===== src/rtl/seg_inval_pkg.sv =====
package seg_inval_pkg;
    localparam int ESID_W = 36;
    localparam int LPID_W = 12;
    localparam int PID_W  = 16;
    localparam int SS_W   = 2;
    localparam int IQ_W   = 2;

    localparam logic [IQ_W-1:0] IQ_ANY   = 2'b00;
    localparam logic [IQ_W-1:0] IQ_LP    = 2'b01;
    localparam logic [IQ_W-1:0] IQ_RSVD  = 2'b10;
    localparam logic [IQ_W-1:0] IQ_LPPID = 2'b11;

    typedef struct packed {
        logic [ESID_W-1:0] esid;
        logic              cls;
        logic [SS_W-1:0]   ss;
        logic [IQ_W-1:0]   iq;
        logic [LPID_W-1:0] lpid;
        logic [PID_W-1:0]  pid;
    } inval_cmd_t;

    typedef struct packed {
        logic              valid;
        logic [ESID_W-1:0] esid;
        logic              cls;
        logic [SS_W-1:0]   ss;
        logic [LPID_W-1:0] lpid;
        logic [PID_W-1:0]  pid;
    } seg_entry_t;
endpackage


===== src/rtl/seg_cmd_fifo.sv =====
module seg_cmd_fifo
    import seg_inval_pkg::*;
#(
    parameter int DEPTH = 4,
    parameter int CNT_W = $clog2(DEPTH + 1)
) (
    input  logic             clk,
    input  logic             rst_n,
    input  logic             push_en,
    input  inval_cmd_t       push_cmd,
    input  logic             pop_en,
    output inval_cmd_t       head_cmd,
    output logic             empty,
    output logic [CNT_W-1:0] count
);
    localparam int PTR_W = (DEPTH > 1) ? $clog2(DEPTH) : 1;

    typedef struct packed {
        inval_cmd_t [DEPTH-1:0] slot;
        logic [PTR_W-1:0]       wr;
        logic [PTR_W-1:0]       rd;
        logic [CNT_W-1:0]       cnt;
    } fifo_st_t;

    fifo_st_t st_d, st_q;
    logic     accept;
    logic     take;

    always_comb begin
        st_d   = st_q;
        accept = push_en && (st_q.cnt != CNT_W'(DEPTH));
        take   = pop_en && (st_q.cnt != '0);
        if (accept) begin
            st_d.slot[st_q.wr] = push_cmd;
            st_d.wr = (st_q.wr == PTR_W'(DEPTH - 1)) ? '0 : st_q.wr + 1'b1;
        end
        if (take) begin
            st_d.rd = (st_q.rd == PTR_W'(DEPTH - 1)) ? '0 : st_q.rd + 1'b1;
        end
        st_d.cnt = st_q.cnt + CNT_W'(accept) - CNT_W'(take);
    end

    always_ff @(posedge clk) begin
        if (!rst_n) st_q <= '0;
        else        st_q <= st_d;
    end

    assign head_cmd = st_q.slot[st_q.rd];
    assign empty    = (st_q.cnt == '0);
    assign count    = st_q.cnt;

    AST_NO_OVERFLOW: assert property (@(posedge clk) disable iff (!rst_n)
        st_q.cnt <= CNT_W'(DEPTH));
    AST_FULL_DROPS: assert property (@(posedge clk) disable iff (!rst_n)
        (st_q.cnt == CNT_W'(DEPTH) && push_en && !pop_en) |=> (st_q.cnt == CNT_W'(DEPTH)));
    AST_POP_NONEMPTY: assert property (@(posedge clk) disable iff (!rst_n)
        pop_en |-> (st_q.cnt != '0));
endmodule


===== src/rtl/seg_entry_table.sv =====
module seg_entry_table
    import seg_inval_pkg::*;
#(
    parameter int ENTRIES = 16,
    parameter int IDX_W   = $clog2(ENTRIES)
) (
    input  logic               clk,
    input  logic               rst_n,
    input  logic               ld_en,
    input  logic [IDX_W-1:0]   ld_idx,
    input  seg_entry_t         ld_entry,
    input  logic               clr_en,
    input  logic [IDX_W-1:0]   clr_idx,
    input  logic [IDX_W-1:0]   rd_idx,
    output seg_entry_t         rd_entry,
    output logic [ENTRIES-1:0] valid_vec
);
    typedef struct packed {
        seg_entry_t [ENTRIES-1:0] ent;
    } tbl_st_t;

    tbl_st_t st_d, st_q;

    always_comb begin
        st_d = st_q;
        if (clr_en) st_d.ent[clr_idx].valid = 1'b0;
        if (ld_en)  st_d.ent[ld_idx] = ld_entry;
    end

    always_ff @(posedge clk) begin
        if (!rst_n) st_q <= '0;
        else        st_q <= st_d;
    end

    assign rd_entry = st_q.ent[rd_idx];

    for (genvar g = 0; g < ENTRIES; g++) begin : g_valid
        assign valid_vec[g] = st_q.ent[g].valid;
    end

    AST_CLEAR_STICKS: assert property (@(posedge clk) disable iff (!rst_n)
        (clr_en && !(ld_en && ld_idx == clr_idx)) |=> !valid_vec[$past(clr_idx)]);
    AST_LOAD_LANDS: assert property (@(posedge clk) disable iff (!rst_n)
        ld_en |=> (valid_vec[$past(ld_idx)] == $past(ld_entry.valid)));
endmodule


===== src/rtl/seg_sweep_ctrl.sv =====
module seg_sweep_ctrl
    import seg_inval_pkg::*;
#(
    parameter int ENTRIES = 16,
    parameter int IDX_W   = $clog2(ENTRIES)
) (
    input  logic             clk,
    input  logic             rst_n,
    input  logic             q_empty,
    input  inval_cmd_t       head_cmd,
    input  seg_entry_t       cur_entry,
    output logic [IDX_W-1:0] scan_idx,
    output logic             clr_en,
    output logic             pop_en
);
    typedef struct packed {
        logic [IDX_W-1:0] idx;
    } sweep_st_t;

    sweep_st_t st_d, st_q;
    logic      tag_hit;
    logic      qual_hit;
    logic      at_last;

    always_comb begin
        st_d    = st_q;
        tag_hit = cur_entry.valid
               && (cur_entry.esid == head_cmd.esid)
               && (cur_entry.cls  == head_cmd.cls)
               && (cur_entry.ss   == head_cmd.ss);
        unique case (head_cmd.iq)
            IQ_ANY:   qual_hit = 1'b1;
            IQ_LP:    qual_hit = (cur_entry.lpid == head_cmd.lpid);
            IQ_LPPID: qual_hit = (cur_entry.lpid == head_cmd.lpid)
                              && (cur_entry.pid == head_cmd.pid);
            default:  qual_hit = 1'b0;
        endcase
        at_last = (st_q.idx == IDX_W'(ENTRIES - 1));
        clr_en  = !q_empty && tag_hit && qual_hit;
        pop_en  = !q_empty && at_last;
        if (q_empty || at_last) st_d.idx = '0;
        else                    st_d.idx = st_q.idx + 1'b1;
    end

    always_ff @(posedge clk) begin
        if (!rst_n) st_q <= '0;
        else        st_q <= st_d;
    end

    assign scan_idx = st_q.idx;

    AST_IDLE_AT_ZERO: assert property (@(posedge clk) disable iff (!rst_n)
        q_empty |-> (scan_idx == '0));
    AST_RSVD_NO_CLEAR: assert property (@(posedge clk) disable iff (!rst_n)
        (head_cmd.iq == IQ_RSVD) |-> !clr_en);
    AST_LP_QUALIFIED: assert property (@(posedge clk) disable iff (!rst_n)
        (clr_en && head_cmd.iq == IQ_LP) |-> (cur_entry.lpid == head_cmd.lpid));
    AST_PID_QUALIFIED: assert property (@(posedge clk) disable iff (!rst_n)
        (clr_en && head_cmd.iq == IQ_LPPID) |-> (cur_entry.pid == head_cmd.pid));
endmodule


===== src/rtl/seg_inval_engine.sv =====
module seg_inval_engine
    import seg_inval_pkg::*;
#(
    parameter int ENTRIES = 16,
    parameter int QDEPTH  = 4,
    parameter int IDX_W   = $clog2(ENTRIES)
) (
    input  logic               clk,
    input  logic               rst_n,
    input  logic               cmd_wr_en,
    input  logic [63:0]        cmd_wr_data,
    input  logic               sel_wr_en,
    input  logic [LPID_W-1:0]  sel_lpid_in,
    input  logic [PID_W-1:0]   sel_pid_in,
    output logic [63:0]        stat_rd_data,
    input  logic               ld_en,
    input  logic [IDX_W-1:0]   ld_idx,
    input  logic               ld_valid,
    input  logic [ESID_W-1:0]  ld_esid,
    input  logic               ld_cls,
    input  logic [SS_W-1:0]    ld_ss,
    input  logic [LPID_W-1:0]  ld_lpid,
    input  logic [PID_W-1:0]   ld_pid,
    output logic [ENTRIES-1:0] entry_valid
);
    localparam int CNT_W = $clog2(QDEPTH + 1);

    typedef struct packed {
        logic [LPID_W-1:0] lpid;
        logic [PID_W-1:0]  pid;
    } sel_st_t;

    sel_st_t    sel_d, sel_q;
    inval_cmd_t new_cmd;
    inval_cmd_t head_cmd;
    seg_entry_t ld_entry;
    seg_entry_t cur_entry;
    logic       q_empty;
    logic       pop_en;
    logic       clr_en;
    logic [IDX_W-1:0] scan_idx;
    logic [CNT_W-1:0] pending;

    always_comb begin
        sel_d = sel_q;
        if (sel_wr_en) begin
            sel_d.lpid = sel_lpid_in;
            sel_d.pid  = sel_pid_in;
        end
        new_cmd.esid = cmd_wr_data[63:28];
        new_cmd.cls  = cmd_wr_data[27];
        new_cmd.ss   = cmd_wr_data[26:25];
        new_cmd.iq   = cmd_wr_data[1:0];
        new_cmd.lpid = sel_q.lpid;
        new_cmd.pid  = sel_q.pid;
        ld_entry = '{valid: ld_valid, esid: ld_esid, cls: ld_cls,
                     ss: ld_ss, lpid: ld_lpid, pid: ld_pid};
        stat_rd_data        = '0;
        stat_rd_data[39:32] = 8'(QDEPTH);
        stat_rd_data[7:0]   = 8'(pending);
    end

    always_ff @(posedge clk) begin
        if (!rst_n) sel_q <= '0;
        else        sel_q <= sel_d;
    end

    seg_cmd_fifo #(.DEPTH(QDEPTH), .CNT_W(CNT_W)) i_fifo (
        .clk(clk), .rst_n(rst_n),
        .push_en(cmd_wr_en), .push_cmd(new_cmd),
        .pop_en(pop_en), .head_cmd(head_cmd),
        .empty(q_empty), .count(pending)
    );

    seg_entry_table #(.ENTRIES(ENTRIES), .IDX_W(IDX_W)) i_table (
        .clk(clk), .rst_n(rst_n),
        .ld_en(ld_en), .ld_idx(ld_idx), .ld_entry(ld_entry),
        .clr_en(clr_en), .clr_idx(scan_idx),
        .rd_idx(scan_idx), .rd_entry(cur_entry),
        .valid_vec(entry_valid)
    );

    seg_sweep_ctrl #(.ENTRIES(ENTRIES), .IDX_W(IDX_W)) i_sweep (
        .clk(clk), .rst_n(rst_n),
        .q_empty(q_empty), .head_cmd(head_cmd), .cur_entry(cur_entry),
        .scan_idx(scan_idx), .clr_en(clr_en), .pop_en(pop_en)
    );

    AST_PENDING_RISES: assert property (@(posedge clk) disable iff (!rst_n)
        (cmd_wr_en && pending != CNT_W'(QDEPTH) && !pop_en)
            |=> (pending == $past(pending) + 1'b1));
    AST_PENDING_FALLS: assert property (@(posedge clk) disable iff (!rst_n)
        (pop_en && !cmd_wr_en) |=> (pending == $past(pending) - 1'b1));
endmodule


===== config.mk =====
export PLATFORM = sky130hd
export DESIGN_NAME = seg_inval_engine
export DESIGN_NICKNAME = d
export VERILOG_FILES = /design/src/rtl/seg_inval_pkg.sv /design/src/rtl/seg_cmd_fifo.sv /design/src/rtl/seg_entry_table.sv /design/src/rtl/seg_sweep_ctrl.sv /design/src/rtl/seg_inval_engine.sv
export SDC_FILE = /design/constraint.sdc
export NUM_CORES = 2
export LEC_CHECK = 0
export BUFFER_PORTS_ARGS = -buffer_cell sky130_fd_sc_hd__buf_2
export CAP_MARGIN = 10
export CELL_PAD_IN_SITES_DETAIL_PLACEMENT = 1
export CELL_PAD_IN_SITES_GLOBAL_PLACEMENT = 2
export CORE_MARGIN = 2
export CORE_UTILIZATION = 35
export CTS_CLUSTER_SIZE = 24
export DETAILED_ROUTE_END_ITERATION = 12
export PLACE_DENSITY_LB_ADDON = 0.3
export SLEW_MARGIN = 10
export SYNTH_ARGS = -nofsm -noshare
export SYNTH_HDL_FRONTEND = slang
export SYNTH_SLANG_ARGS = --single-unit

===== constraint.sdc =====
create_clock -name clk -period 4.1 [get_ports clk]
set_clock_uncertainty 0.05 [all_clocks]
set_input_delay 0.82 -clock clk [delete_from_list [all_inputs] [get_ports clk]]
set_output_delay 0.82 -clock clk [all_outputs]
set_load 0.02 [all_outputs]

Word level (Yosys, flattened, before mapping)
Cells that the tools add are included.

cells by class
  reduce and logical (&&, ||, !) cells = 18
  div/mod/pow operators = 0
  add/subtract/negate cells = 5
  muxes and demuxes = 18
  multipliers = 0
  $lt $le $gt $ge = 7
  shifts and indexed selects = 0
  equality and inequality tests = 11
  bitwise logic cells = 1

operators by type and width
  cell                                                                                 count
  1088-bit bitwise mux                                                                 2
  1088-bit two-way mux                                                                 2
  68-bit demux with 4-bit select                                                       2
  276-bit bitwise mux                                                                  1
  68-bit binary-select mux with 4-bit select                                           1
  68-bit two-way mux                                                                   3
  69-bit binary-select mux with 2-bit select                                           1
  69-bit demux with 2-bit select                                                       1
  69-bit two-way mux                                                                   2
  36-bit == test                                                                       1
  16-bit == test                                                                       1
  12-bit == test                                                                       1
  1-bit logical AND                                                                    12
  4-bit by 5-bit < comparator with 1-bit output, second input constant                 2
  4-bit by 1-bit greater-or-equal comparator with 1-bit output, second input constant  2
  2-bit == test, second input constant                                                 3
  2-bit by 3-bit < comparator with 1-bit output, second input constant                 2
  2-bit by 1-bit adder with 2-bit output, second input constant                        2
  4-bit by 1-bit adder with 4-bit output, second input constant                        1
  4-bit == test, second input constant                                                 1
  2-bit two-way mux                                                                    2
  3-bit by 1-bit adder with 3-bit output                                               1
  3-bit logical NOT                                                                    1
  3-bit inequality test, second input constant                                         1
  other kinds (12)                                                                     12

word-level totals
  latch bits = 0
  bits of input ports = 169
  memory bits (writable) = 0
  flip-flop bits (word level) = 1403
  memory bits (read-only) = 0
  memories = 0
  output and inout bits = 80
  word-level logic and storage cells = 186

Depth between registers and ports, before layout
  depth in word-level cells = 11
  depth in mapped cells = 16
  mapped depth without buffers = 10

By module
Synthesis repeated with hierarchy kept, for this count alone.

second synthesis, totals
  cells, all modules = 7066
  area, all modules = 66555.1 µm²

by module, submodules not included
  module            cells each  instances  area each (µm²)  sequential area each (µm²)
  seg_entry_table   5700        1          52039.9          21780.9
  seg_cmd_fifo      1106        1          12072.8          5665.4
  seg_inval_engine  152         1          1540.2           560.5
  seg_sweep_ctrl    108         1          902.1            80.1

Least setup slack after synthesis
No wires, ideal clock.

  path kind = flip-flop to flip-flop
  from = register i_sweep.st_q (netlist bit i_sweep.scan_idx[1])
  to = register i_table.st_q (netlist bit i_table.valid_vec[10])
  data required time = 3.935 ns
  arrival = 3.198 ns
  stages on the path, launching flop included = 16
  path slack = 0.737 ns
  buffers on the path = 7
  period minus slack after synthesis = 3.363 ns
  setup time = 0.115 ns
  cell sequence = dfxtp_1 buf_6 buf_4 buf_6 buf_4 buf_2 buf_2 mux4_2 mux2i_1 nor3_1 nor4_1 o2111ai_1 o21ai_2 buf_4 a31oi_1 o21a_1

between the ends
  longest elaborated chain between the ends = 11
  elaborated cells on any way between the ends = 23
  those cells by class = order compare (2); eq/ne (5); mux (9); reduce/logical (7)

RTL lines
  what                                        line                   RTL
  start: declaration                          seg_sweep_ctrl.sv:20   sweep_st_t st_d, st_q;
  start signal: assignment                    seg_sweep_ctrl.sv:47   else st_q <= st_d;
  68-bit binary-select mux with 4-bit select  seg_entry_table.sv:35  assign rd_entry = st_q.ent[rd_idx];
  68-bit two-way mux (implied by the code)    seg_entry_table.sv:35
  36-bit == test                              seg_sweep_ctrl.sv:28   && (cur_entry.esid == head_cmd.esid)
  1-bit logical AND                           seg_sweep_ctrl.sv:28
  1-bit logical AND                           seg_sweep_ctrl.sv:29   && (cur_entry.cls == head_cmd.cls)
  1-bit logical AND                           seg_sweep_ctrl.sv:30   && (cur_entry.ss == head_cmd.ss);
  1-bit logical AND (2 in a row)              seg_sweep_ctrl.sv:39   clr_en = !q_empty && tag_hit && qual_hit;
  1088-bit two-way mux *                      seg_entry_table.sv:26  if (clr_en) st_d.ent[clr_idx].valid = 1'b0;
  1088-bit bitwise mux                        seg_entry_table.sv:27  if (ld_en) st_d.ent[ld_idx] = ld_entry;
  1088-bit two-way mux *                      seg_entry_table.sv:27
  end signal: assignment                      seg_entry_table.sv:32  else st_q <= st_d;
  end: declaration                            seg_entry_table.sv:22  tbl_st_t st_d, st_q;

Every way passes the cells marked *; elsewhere a longest branch is shown, timed or not. The select of a mux whose other input is x is not followed.
A chain may end at the register's enable or synchronous reset.

Final worst setup path
  from = register i_sweep.st_q (netlist bit i_sweep.scan_idx[3])
  to = register i_table.st_q (netlist bit i_table.valid_vec[2])

The elaborated chain is that of the path after synthesis.

==> flow_summary.yaml <==
sta:
  timing.fmax_mhz: 245
  slew_headroom_pct: 19.7
  rsz0062_at_grt: "false"
  finalSetupViolCount: 0
  fin_setup_tns_ns: 0
  worst_slew_pin_slew_ns: 1.20
  layout_worst_path_cycle_share_pct: 99.5
  finalWorstPathRequiredPeriod_ns: 4.08
  hold_ws_ns: 0.216
  slack_of_the_critical_path_ns: 0.0202
  hold_viol_final: 0
  drv_slew: 0
route:
  antenna_left: 0
  wire_per_inst_um: 26.3
  drt_pass1_iterations: 5
  drt_iter0_drc: 3656
  vias: 53200
  via_per_inst: 5.45
  wl_um: 257000
  post-route-drc-count: 0
pwr:
  power.leakage_nw: 24.1
  power-per-cell-area_nw_per_um2: 449
  finalPower_mw: 32.9
  vdd.ir_drop.worst_mv: 0.506
layout:
  area_growth_pct: 13.7
  final_stage_net_count: 7364
  post_route_cells_drive_above_1_share_pct: 13.5
  fillerInstances: 21100
yosys:
  yosys.cell_count.top_type: "nand2_1"
  synth_seq_area_share_pct: 43.6
  postSynth.topFlopCell: "dfxtp_1"
  synth.lib_cells_used.distinct: 79
  synth.top_cell.area_share_pct: 43.6
  synth_commonest_cells: "2,781 x nand2_1, 1,403 x dfxtp_1, 1,349 x a21boi_0"
  netlist_area_um2: 64400
  synth_top_cell_by_area: "dfxtp_1"
  synth_area_leaders: "dfxtp_1 44%, nand2_1 16%, a21boi_0 16%"
  synth-warning-count: 0
  syn_avg_cell_area_um2: 8.75
  async_flop_share_pct: 0
  synth.ff_latch_count: 1403
  number_of_flops_mapped_to_enable_cells_by_yosys: 0
  postSynthCellCount: 7364
clock_tree:
  cts.sinks: 1403
  root_buffer: "clkbuf_16"
  tritoncts: "done"
  htree_num_levels: 4
  clk_path_buf_depth: 3
  cts_clk_pin_slew_worst_paths_ns: 0.06
  tritoncts.num_buffers: 161
  worst_skew_pair.late_latency_ns: 0.83
floorplan:
  design.portCount: 249
  die_area_um2: 188000
  die_x_um: 433
  floorplan.rows: 157
  die_y_um: 433
  design.core.area_um2: 183000
  initial_utilization_pct: 35.2
global_route:
  grt_start_max_net_pins: 159
  grt_util_all_layers_pct: 27.1
  grt_pass1_wl_um: 375000
  first_global_vias: 54300
  grt_antenna_before_repair: 36
  grt_remaining_overflow: 0
place:
  place.port_buffers: 164
  post-place-ws_ns: -0.0324
  finalWeightedCongestion: 0.853
  dp_hpwl_um: 156000
setup_path:
  critical_path.n_buffers_inverters: 3
  cp_data_required_time_ns: 4.77
  sequence_of_cells_on_the_critical_path: "buf_12 > nor2_2 > a22oi_1 > nand2_1 > xor2_1 > a2111oi_0 > buf_4 > nand4_1 > a2111oi_4 > buf_12 > a31oi_1 > o21a_1"
  critical_path_class: "reg2reg"
  critical-path-top-delay-family: "simple AND/OR/NAND/NOR gates"
  max_stage_delay_ns: 0.93
  worst_path_most_repeated_cell: "buf_12"
  cp_data_arrival_time_ns: 4.75
  startpoint_type: "register"
  worstPathMaxFanout: 28
  worst_setup_ep_type: "register"
  cpMaxStageDelayCell: "nor2_2"
run_status:
  outcome: "complete, no violations"
run:
  max_cap_violations: 0
hold_path:
  hp-class: "in2reg"
==> layer usage <==
layer / vias to the layer above / part of all wire [%] / wire length (um) / GRT usage [%]
met5: - / 0.038 / 98 / 0
met4: 14 / 3.5 / 8960 / 9.61
met3: 476 / 4.9 / 12600 / 3.74
met2: 1374 / 47 / 121000 / 45.3
met1: 27200 / 44 / 114000 / 35.6
li1: 24200 / - / - / -
==> kinds of logic (layout without fill, tap and decap cells) <==
family | Yosys count | in the layout | share of synthesized area (%)
buffers and inverters | 801 | 676 | 5.58
other | 2 | 69 | 0.0117
AOI/OAI and AO/OA | 1591 | 1591 | 18.5
xor gates and xnor gates | 49 | 49 | 0.666
DFF | 1403 | 1403 | 43.6
adders and majority gates | 12 | 12 | 0.245
and+or+nand+nor | 2990 | 2990 | 18.1
muxes | 516 | 516 | 13.3
==> registers in the layout, indices dropped and copies added (netlist names) <==
signal             flops
i_fifo.count           3
i_fifo.st_q          280
i_sweep.scan_idx       4
i_table.st_q        1072
i_table.valid_vec     16
new_cmd               28
==> timing repair <==
item | in CTS | in global routing
setup buffers | 0 | 0
hold buffers | 0 | 0
setup endpoints to repair | 16 | 16
resized for setup | 1 | 5
==> cell usage in the layout, fill, tap and decap left out, types with 8 or more instances in the layout <==
master / count
nand2_1: 2765
dfxtp_1: 1397
a21boi_0: 1349
mux4_2: 269
mux2i_1: 219
clkbuf_16: 166
buf_2: 163
buf_4: 137
buf_12: 81
conb_1: 61
a22oi_1: 53
clkbuf_8: 44
clkbuf_1: 42
nor2b_1: 41
and3_1: 31
xor2_1: 29
mux2_2: 27
nor2_1: 25
o21ai_0: 23
xnor2_1: 20
a221oi_1: 20
a31oi_1: 20
o21a_1: 17
clkinv_2: 16
a22o_1: 16
and2_1: 13
nand3_1: 13
nor2_4: 13
o22ai_1: 13
inv_1: 12
nand2_4: 12
a21oi_1: 12
a211oi_1: 12
nor3_1: 12
ha_1: 11
diode_2: 8
==> worst register-to-register path: cells and delay by family (launching register included) <==
kind | cells | cell delay [ns]
simple gates | 3 | 1.47
flops | 1 | 0.44
buf+inv | 3 | 0.63
compound gates | 5 | 1.26
xor+xnor | 1 | 0.12
==> where the power goes <==
part | switching (mW) | internal (mW) | total [mW]
logic | 2.68 | 1.50 | 4.18
clock network | 6.07 | 8.49 | 14.6
registers | 0.202 | 13.9 | 14.1
total | 8.95 | 23.9 | 32.9
==> through the flow <==
step	std cells	util, %	cell area (um^2)
floorplan	7423	-	64600
global placement	9484	37.1	68000
detailed placement	9484	37.1	68000
CTS	9762	40.0	73200
global route	9768	40.0	73300
finish	9770	40.0	73300
==> worst paths after layout <==
kind / start / end / slack, ns / cells after the start
hold reg to reg: i_table.st_q[459] / i_table.st_q[459] / 0.41 / 2
setup / recovery: i_sweep.scan_idx[3] / i_table.valid_vec[2] / 0.02 / 12
setup reg to reg: i_sweep.scan_idx[3] / i_table.valid_vec[2] / 0.02 / 12
hold / removal: sel_pid_in[14] / new_cmd[14] / 0.22 / 3
==> layout make-up <==
class	count	area [um^2]	area share (%)
Tap cell	2464	3080	4.21
Clock buffer	252	4920	6.71
Antenna cell	8	20.0	0.0273
Inverter	15	57.6	0.0786
Clock inverter	26	298	0.406
Sequential cell	1403	28100	38.4
Multi-Input combinational cell	5219	33300	45.4
Timing Repair Buffer	383	3490	4.77
(Power assumes the default switching activity.)
